File: config.mk
export PLATFORM = sky130hd
export DESIGN_NAME = scan_link_tx
export DESIGN_NICKNAME = d
export VERILOG_FILES = /design/src/rtl/scan_link_pkg.sv /design/src/rtl/scan_link_clkgen.sv /design/src/rtl/scan_link_seq.sv /design/src/rtl/scan_link_lane.sv /design/src/rtl/scan_link_tx.sv
export SDC_FILE = /design/constraint.sdc
export NUM_CORES = 1
export LEC_CHECK = 0
export BUFFER_PORTS_ARGS = -buffer_cell sky130_fd_sc_hd__buf_2
export CAP_MARGIN = 20
export CORE_ASPECT_RATIO = 1.4
export CORE_MARGIN = 8
export CORE_UTILIZATION = 55
export CTS_CLUSTER_DIAMETER = 50
export DETAILED_ROUTE_END_ITERATION = 7
export GPL_TIMING_DRIVEN = 0
export PLACE_DENSITY = 0.76
export REMOVE_ABC_BUFFERS = 1
export SLEW_MARGIN = 20
export SYNTH_ARGS = -nofsm -noshare
export SYNTH_HDL_FRONTEND = slang
export SYNTH_SLANG_ARGS = --single-unit
File: constraint.sdc
create_clock -name clk -period 5.55 [get_ports clk]
set_input_delay 0.555 -clock clk [delete_from_list [all_inputs] [get_ports clk]]
set_output_delay 0.555 -clock clk [all_outputs]
set_load 0.01 [all_outputs]
File: src/rtl/scan_link_pkg.sv
package scan_link_pkg;
  localparam int unsigned HDR_W = 3;
  localparam logic [HDR_W-1:0] HDR_BITS = 3'b001;
  localparam int unsigned TAIL_W = 1;

  typedef enum logic {
    SEQ_WAIT = 1'b0,
    SEQ_RUN  = 1'b1
  } seq_state_t;
endpackage

File: src/rtl/scan_link_clkgen.sv
module scan_link_clkgen #(
  parameter int unsigned DIV_W = 8
) (
  input  logic             clk,
  input  logic             rst,
  input  logic [DIV_W-1:0] div_half,
  output logic             link_clk,
  output logic             rise_en
);
  logic [DIV_W-1:0] cnt;
  logic [DIV_W-1:0] lim;
  logic [DIV_W-1:0] last;
  logic             tick;

  assign lim     = (div_half == '0) ? DIV_W'(1) : div_half;
  assign last    = lim - DIV_W'(1);
  assign tick    = (cnt >= last);
  assign rise_en = tick && !link_clk;

  always_ff @(posedge clk) begin
    if (rst) begin
      cnt      <= '0;
      link_clk <= 1'b0;
    end else if (tick) begin
      cnt      <= '0;
      link_clk <= ~link_clk;
    end else begin
      cnt <= cnt + DIV_W'(1);
    end
  end

  a_r1_rise_follows_enable: assert property (@(posedge clk) disable iff (rst)
    rise_en |=> $rose(link_clk));
endmodule

File: src/rtl/scan_link_seq.sv
module scan_link_seq
  import scan_link_pkg::*;
#(
  parameter int unsigned FRAME_LEN = 20
) (
  input  logic clk,
  input  logic rst,
  input  logic rise_en,
  output logic load_frame,
  output logic shift_en,
  output logic link_sync,
  output logic req
);
  localparam int unsigned IDX_W = $clog2(FRAME_LEN);
  localparam logic [IDX_W-1:0] LAST = IDX_W'(FRAME_LEN - 1);

  seq_state_t       state;
  logic [IDX_W-1:0] idx;
  logic             wrap;

  assign wrap       = (state == SEQ_WAIT) || (idx == LAST);
  assign load_frame = rise_en && wrap;
  assign shift_en   = rise_en && !wrap;

  always_ff @(posedge clk) begin
    if (rst) begin
      state     <= SEQ_WAIT;
      idx       <= '0;
      link_sync <= 1'b0;
      req       <= 1'b0;
    end else begin
      req <= load_frame;
      if (load_frame) begin
        state     <= SEQ_RUN;
        idx       <= '0;
        link_sync <= 1'b1;
      end else if (shift_en) begin
        idx       <= idx + IDX_W'(1);
        link_sync <= ((idx + IDX_W'(1)) != LAST);
      end
    end
  end

  a_r2_index_in_range: assert property (@(posedge clk) disable iff (rst)
    idx <= LAST);
  a_r2_run_never_leaves: assert property (@(posedge clk) disable iff (rst)
    (state == SEQ_RUN) |=> (state == SEQ_RUN));
endmodule

File: src/rtl/scan_link_lane.sv
module scan_link_lane
  import scan_link_pkg::*;
#(
  parameter int unsigned DATA_W = 16
) (
  input  logic              clk,
  input  logic              rst,
  input  logic              host_load,
  input  logic [DATA_W-1:0] pos_in,
  input  logic              load_frame,
  input  logic              shift_en,
  output logic              dout
);
  localparam int unsigned FRAME_LEN = HDR_W + DATA_W + TAIL_W;
  localparam logic [DATA_W-1:0] MID_SCALE = {1'b1, {(DATA_W-1){1'b0}}};

  logic [DATA_W-1:0]    hold;
  logic [FRAME_LEN-1:0] shreg;
  logic [FRAME_LEN-2:0] body;
  logic [FRAME_LEN-1:0] word;

  assign body = {HDR_BITS, hold};
  assign word = {body, ^body};

  always_ff @(posedge clk) begin
    if (rst) begin
      hold <= MID_SCALE;
    end else if (host_load) begin
      hold <= pos_in;
    end
  end

  always_ff @(posedge clk) begin
    if (rst) begin
      shreg <= '0;
      dout  <= 1'b0;
    end else if (load_frame) begin
      dout  <= word[FRAME_LEN-1];
      shreg <= {word[FRAME_LEN-2:0], 1'b0};
    end else if (shift_en) begin
      dout  <= shreg[FRAME_LEN-1];
      shreg <= {shreg[FRAME_LEN-2:0], 1'b0};
    end
  end

  a_r3_preamble_leads: assert property (@(posedge clk) disable iff (rst)
    load_frame |=> (dout == HDR_BITS[HDR_W-1]));
  a_r4_quiet_between_edges: assert property (@(posedge clk) disable iff (rst)
    !(load_frame || shift_en) |=> $stable(dout));
endmodule

File: src/rtl/scan_link_tx.sv
module scan_link_tx
  import scan_link_pkg::*;
#(
  parameter int unsigned DATA_W = 16,
  parameter int unsigned DIV_W  = 8
) (
  input  logic              clk,
  input  logic              rst,
  input  logic [DIV_W-1:0]  div_half,
  input  logic              host_load,
  input  logic [DATA_W-1:0] pos_x,
  input  logic [DATA_W-1:0] pos_y,
  output logic              req,
  output logic              link_clk,
  output logic              link_sync,
  output logic              link_dx,
  output logic              link_dy
);
  localparam int unsigned FRAME_LEN = HDR_W + DATA_W + TAIL_W;
  localparam int unsigned N_AXES = 2;

  logic rise_en;
  logic load_frame;
  logic shift_en;
  logic [DATA_W-1:0] pos_arr [N_AXES];
  logic [N_AXES-1:0] dout_arr;

  assign pos_arr[0] = pos_x;
  assign pos_arr[1] = pos_y;
  assign link_dx    = dout_arr[0];
  assign link_dy    = dout_arr[1];

  scan_link_clkgen #(.DIV_W(DIV_W)) u_clkgen (
    .clk      (clk),
    .rst      (rst),
    .div_half (div_half),
    .link_clk (link_clk),
    .rise_en  (rise_en)
  );

  scan_link_seq #(.FRAME_LEN(FRAME_LEN)) u_seq (
    .clk        (clk),
    .rst        (rst),
    .rise_en    (rise_en),
    .load_frame (load_frame),
    .shift_en   (shift_en),
    .link_sync  (link_sync),
    .req        (req)
  );

  for (genvar a = 0; a < N_AXES; a++) begin : g_lane
    scan_link_lane #(.DATA_W(DATA_W)) u_lane (
      .clk        (clk),
      .rst        (rst),
      .host_load  (host_load),
      .pos_in     (pos_arr[a]),
      .load_frame (load_frame),
      .shift_en   (shift_en),
      .dout       (dout_arr[a])
    );
  end

  a_r4_dx_moves_on_rise: assert property (@(posedge clk) disable iff (rst)
    (link_dx != $past(link_dx)) |-> $rose(link_clk));
  a_r4_dy_moves_on_rise: assert property (@(posedge clk) disable iff (rst)
    (link_dy != $past(link_dy)) |-> $rose(link_clk));
  a_r5_sync_moves_on_rise: assert property (@(posedge clk) disable iff (rst)
    (link_sync != $past(link_sync)) |-> $rose(link_clk));
  a_r8_req_single_cycle: assert property (@(posedge clk) disable iff (rst)
    req |=> !req);
  a_r8_req_marks_frame: assert property (@(posedge clk) disable iff (rst)
    req |-> $rose(link_sync));
endmodule

Word level (Yosys, flattened, before mapping) --
Index checks and enable logic that the tools add are counted.
Cells by class: $add $sub $neg 3, magnitude comparators 1, equality and inequality tests 2, multiplexer cells 7, bitwise gates (word level) 2, reduce and logical (&&, ||, !) cells 12
Operator list (count):
- 2-to-1 mux 19 bit | 4
- parity 19 bit | 2
- adder 8 x 1 -> 8 bit, second input constant | 1
- greater-or-equal comparator 8 bit | 1
- logical NOT 8 bit | 1
- 2-to-1 mux 8 bit | 1
- subtractor 8 x 1 -> 8 bit, second input constant | 1
- adder 5 x 1 -> 5 bit, second input constant | 1
- equality test 5 bit, second input constant | 1
- != test 5 bit, second input constant | 1
- OR reduction 2 bit | 2
- logical AND 1 bit | 3
- logical NOT 1 bit | 2
- 2-to-1 mux 1 bit | 2
- NOT 1 bit | 2
- nonzero test 2 bit | 1
- logical OR 1 bit | 1
Storage, ports and cells: register bits 89, bits of input ports 43, output and inout bits 5, word-level logic and storage cells 41

Longest topological paths before layout --
word-level depth 8, mapped depth 15, gate-level depth less buffers 13

Modules after synthesis --
Synthesis repeated with hierarchy kept, for this count alone.
Unflattened totals: cells, all modules 470, area total of the unflattened synthesis 4226.6 sq um
Modules (own cells, without submodules):
- scan_link_lane | times used 2, cells each 169, area each 1552.7 sq um, sequential area each 720.7 sq um
- scan_link_clkgen | times used 1, cells each 80, area each 666.9 sq um, sequential area each 180.2 sq um
- scan_link_seq | times used 1, cells each 52, area each 454.2 sq um, sequential area each 160.2 sq um

Least setup slack after synthesis --
OpenSTA, ideal clock, no wires.
kind in2reg, start in div_half[3], end reg g_lane[0].u_lane.dout, library setup time 0.132 ns, arrival time 3.127 ns, required time 5.418 ns, setup slack 2.290 ns, cell stages on the path 13, path buffers 2, cell sequence or4_1 nor3_1 a21oi_1 ha_1 xnor2_1 ha_1 a31oi_1 and2b_1 o31a_1 buf_4 buf_6 o211ai_1 a21oi_1
On the way: longest elaborated chain between the ends 7, elaborated cells on any way between the ends 8, classes of those cells 1 x add/sub; 1 x order compare; 1 x mux; 5 x reduce/logical
Ends and longest elaborated chain:
- from (decl) | RTL line scan_link_tx.sv:9 | input logic [DIV_W-1:0] div_half,
- logical NOT 8 bit | RTL line scan_link_clkgen.sv:15 | assign lim = (div_half == '0) ? DIV_W'(1) : div_half;
- 2-to-1 mux 8 bit (*) | RTL line scan_link_clkgen.sv:15
- subtractor 8 x 1 -> 8 bit (*) | RTL line scan_link_clkgen.sv:16 | assign last = lim - DIV_W'(1);
- greater-or-equal comparator 8 bit (*) | RTL line scan_link_clkgen.sv:17 | assign tick = (cnt >= last);
- logical AND 1 bit (*) | RTL line scan_link_clkgen.sv:18 | assign rise_en = tick && !link_clk;
- logical AND 1 bit | RTL line scan_link_seq.sv:22 | assign load_frame = rise_en && wrap;
- OR reduction 2 bit (no line)
- to (signal assigned) | RTL line scan_link_lane.sv:38 | dout <= word[FRAME_LEN-1];
- to (signal assigned) | RTL line scan_link_lane.sv:41 | dout <= shreg[FRAME_LEN-1];
- to (decl) | RTL line scan_link_lane.sv:12 | output logic dout
Every way passes the cells marked *; elsewhere a longest branch is shown, timed or not. A chain may end at the register's enable or synchronous reset.

Worst setup path after layout --
start in div_half[3], end reg g_lane[0].u_lane.shreg[17]
On the way: longest elaborated chain between the ends 7, elaborated cells on any way between the ends 9, classes of those cells 1 x add/sub; 1 x order compare; 2 x mux; 5 x reduce/logical
Ends and longest elaborated chain:
- logical NOT 8 bit | RTL line scan_link_clkgen.sv:15
- 2-to-1 mux 8 bit (*) | RTL line scan_link_clkgen.sv:15
- subtractor 8 x 1 -> 8 bit (*) | RTL line scan_link_clkgen.sv:16
- greater-or-equal comparator 8 bit (*) | RTL line scan_link_clkgen.sv:17
- logical AND 1 bit (*) | RTL line scan_link_clkgen.sv:18
- logical AND 1 bit, on equally long branches | RTL line scan_link_seq.sv:22, scan_link_seq.sv:23
- 2-to-1 mux 19 bit / nonzero test 2 bit (equally long branches)
- to (signal assigned) | RTL line scan_link_lane.sv:39 | shreg <= {word[FRAME_LEN-2:0], 1'b0};
- to (signal assigned) | RTL line scan_link_lane.sv:42 | shreg <= {shreg[FRAME_LEN-2:0], 1'b0};
- to (decl) | RTL line scan_link_lane.sv:18 | logic [FRAME_LEN-1:0] shreg;
Marked as above.

==> impl_metrics.json <==
{
  "status": "complete, no violations",
  "avgSynthCellArea_sq_um": 9.02,
  "finalSetupViolCount": 0,
  "port_buffers": 47,
  "nets": 562,
  "die_width_um": 91.1,
  "diodes": 0,
  "period_share": 0.683,
  "ir_drop_mv": 0.218,
  "leakage_nw": 1.81,
  "clock-root-buffer": "clkbuf_8",
  "drtPass1Iterations": 4,
  "synth_flop_cell": "dfxtp_1",
  "synth-compound-area-share": 0.140,
  "postCtsHoldBufs": 0,
  "overflow": 0,
  "post_cts_buffers": 0,
  "netlist_area_sq_um": 4340,
  "cts_tree": "built",
  "ys_seq_area_frac": 0.411,
  "postRouteWirelength_um": 8770,
  "ys_async_sr_fraction": 0,
  "gp_congestion": 0.820,
  "crit_arrival_ns": 4.02,
  "num_rows": 38,
  "grtUsageTotal": 0.162,
  "core_area_sq_um": 7700,
  "hp-class": "primary input to flip-flop",
  "end_kind": "flip-flop",
  "cts.sinks": 89,
  "via_per_inst": 5.70,
  "synth_edf_count": 0,
  "worstSkewPairLatency_ns": 0.36,
  "drv_cap": 0,
  "p_total_mw": 1.37,
  "drv_slew": 0,
  "grt_max_degree": 85,
  "grt_pass1_wl_um": 15100,
  "skew_ns": 0.0116,
  "drt_iter0_markers": 262,
  "hold_viol": 0,
  "yosysWarnings": 0,
  "clk_pin_slew_ns": 0.08,
  "cts_resized": 0,
  "syn_to_final_growth_pct": 10.1,
  "critPathLaunchType": "primary input",
  "synth_top_family_by_area": "simple AND/OR/NAND/NOR gates",
  "rsz0062_at_grt": "no",
  "fp.dieH_um": 121,
  "die-area_sq_um": 11000,
  "pin_count": 48,
  "crit_fanout": 37,
  "cp.required_ns": 5.78,
  "path_class": "primary input to flip-flop",
  "cts_buffer_depth": 2,
  "initial_core_util": 0.563,
  "synthSimpleGateAreaFrac": 0.200,
  "worst_pin_slew_ns": 0.946,
  "htree_levels": 3,
  "wl_per_cell_um": 14.4,
  "fin_crit_ns": 3.79,
  "drc_errors": 0,
  "synth_cells": 481,
  "synth-xor-area-share": 0.0828,
  "ys_ff_latch": 89,
  "antenna_found_initial": 0,
  "power_density_nw_per_um2": 286,
  "fmax_ghz": 0.264,
  "synth_mux_area_frac": 0.0715,
  "synthAdderAreaFrac": 0.0346,
  "setup_tns_ns": 0,
  "vias": 3475,
  "synth_cell_types": 51,
  "detail-route-antenna-nets": 0,
  "cts_buffers": 9,
  "slew_headroom": 0.369,
  "drive_above_1_share": 0.151,
  "dp_hpwl_um": 5740,
  "grt_pass1_vias": 3527
}
==> cell usage after synthesis, types with 2 or more instances <==
cell type	n	area [sq um]
buf_4	5	37.5
ha_1	12	150
a311oi_2	2	30.0
nand2b_1	3	18.8
nor2b_1	3	18.8
inv_1	11	41.3
nand4_1	2	12.5
mux2i_1	31	310
buf_6	8	90.1
a211oi_1	3	22.5
xor2_1	7	61.3
o32ai_1	4	35.0
nand3b_1	2	15.0
clkbuf_1	11	41.3
and3_1	2	12.5
nor3_2	2	20.0
a211o_1	2	17.5
buf_2	9	45.0
o21a_1	2	15.0
or4_1	2	15.0
a21oi_1	13	65.1
nor3_1	35	175
a311oi_1	30	263
xnor2_1	34	298
nand3_1	13	65.1
nand2_1	66	248
nor2_2	2	12.5
o211ai_1	5	37.5
dfxtp_1	89	1780
o21ai_0	2	10.0
nor2_1	49	184
==> per-layer routing <==
layer	track usage	vias up	wire, um
met5	0	-	0
met4	0.0761	0	227
met3	0.0402	24	310
met2	0.294	66	4370
met1	0.171	1653	3870
li1	-	1732	-
==> critical path, cell delays in order <==
cell      delay (ns)
buf_2           0.12
or4_1           0.58
nor3_1          0.24
a21oi_1         0.14
ha_1            0.24
xnor2_1         0.18
ha_1            0.28
a31oi_1         0.13
and2b_1         0.25
o31ai_4         0.49
nand2_4         0.39
a311oi_1        0.42
==> logic make-up (layout without fill, tap and decap cells) <==
group	after synthesis	in the layout
AND/OR/NAND/NOR	189	189
buffers and inverters	45	74
adder cells (fa/ha/maj)	12	12
flip-flops	89	89
multiplexers	31	31
AO/OA/AOI/OAI	74	74
XOR/XNOR	41	41
==> layout by cell type, fill, tap and decap left out, types with 3 or more instances in the layout <==
master     instances
a21oi_1           13
a311oi_1          30
mux2i_1           31
inv_1             11
bufinv_16          3
nor2b_1            3
a211oi_1           3
ha_1              12
nand3_1           13
buf_2             46
nand2b_1           3
nand2_1           66
o32ai_1            4
nor3_1            35
nor2_1            49
o211ai_1           5
xnor2_1           34
xor2_1             7
clkbuf_8          10
dfxtp_1           89
==> power breakdown <==
part           switching [mW]  internal (mW)
sequential             0.0193          0.660
clock                   0.213          0.307
combinational          0.0831         0.0832
total                   0.315           1.05
==> area by class of cell <==
class | count | area [sq um]
Timing Repair Buffer | 49 | 293
Multi-Input combinational cell | 347 | 2300
Clock inverter | 3 | 90.1
Sequential cell | 89 | 1780
Clock buffer | 11 | 141
Inverter | 11 | 41.3
Fill cell | 714 | 2930
Tap cell | 100 | 125
==> sequential cells by signal, summed over array words and instances, names as in the netlist <==
| register | cells |
|---|---|
| u_seq.req | 1 |
| u_seq.idx | 5 |
| u_seq.link_sync | 1 |
| u_seq.state | 1 |
| u_clkgen.cnt | 8 |
| g_lane.u_lane.hold | 32 |
| u_clkgen.link_clk | 1 |
| g_lane.u_lane.shreg | 38 |
| g_lane.u_lane.dout | 2 |
==> worst paths after layout <==
path                         startpoint                          to  slack, ns  cells past startpoint
hold / removal                pos_y[15]   g_lane[1].u_lane.hold[15]       0.41                      2
setup / recovery            div_half[3]  g_lane[0].u_lane.shreg[17]       1.76                     12
hold reg to reg   g_lane[0].u_lane.dout       g_lane[0].u_lane.dout       0.47                      2
setup reg to reg        u_clkgen.cnt[0]  g_lane[0].u_lane.shreg[17]       2.99                      7
==> through the flow <==
step	util	hold slack, ns	worst slack, ns	instance area, sq um	instances
final	0.620	0.405	1.76	4780	610
after global routing	0.620	0.412	1.51	4780	610
after CTS	0.620	0.388	1.77	4780	610
after detailed placement	0.590	0.458	1.51	4550	596
after global placement	0.582	0.442	0.911	4480	594
after floorplan	-	0.426	1.74	4120	447
Note: power is estimated with default switching activity, not from simulation.
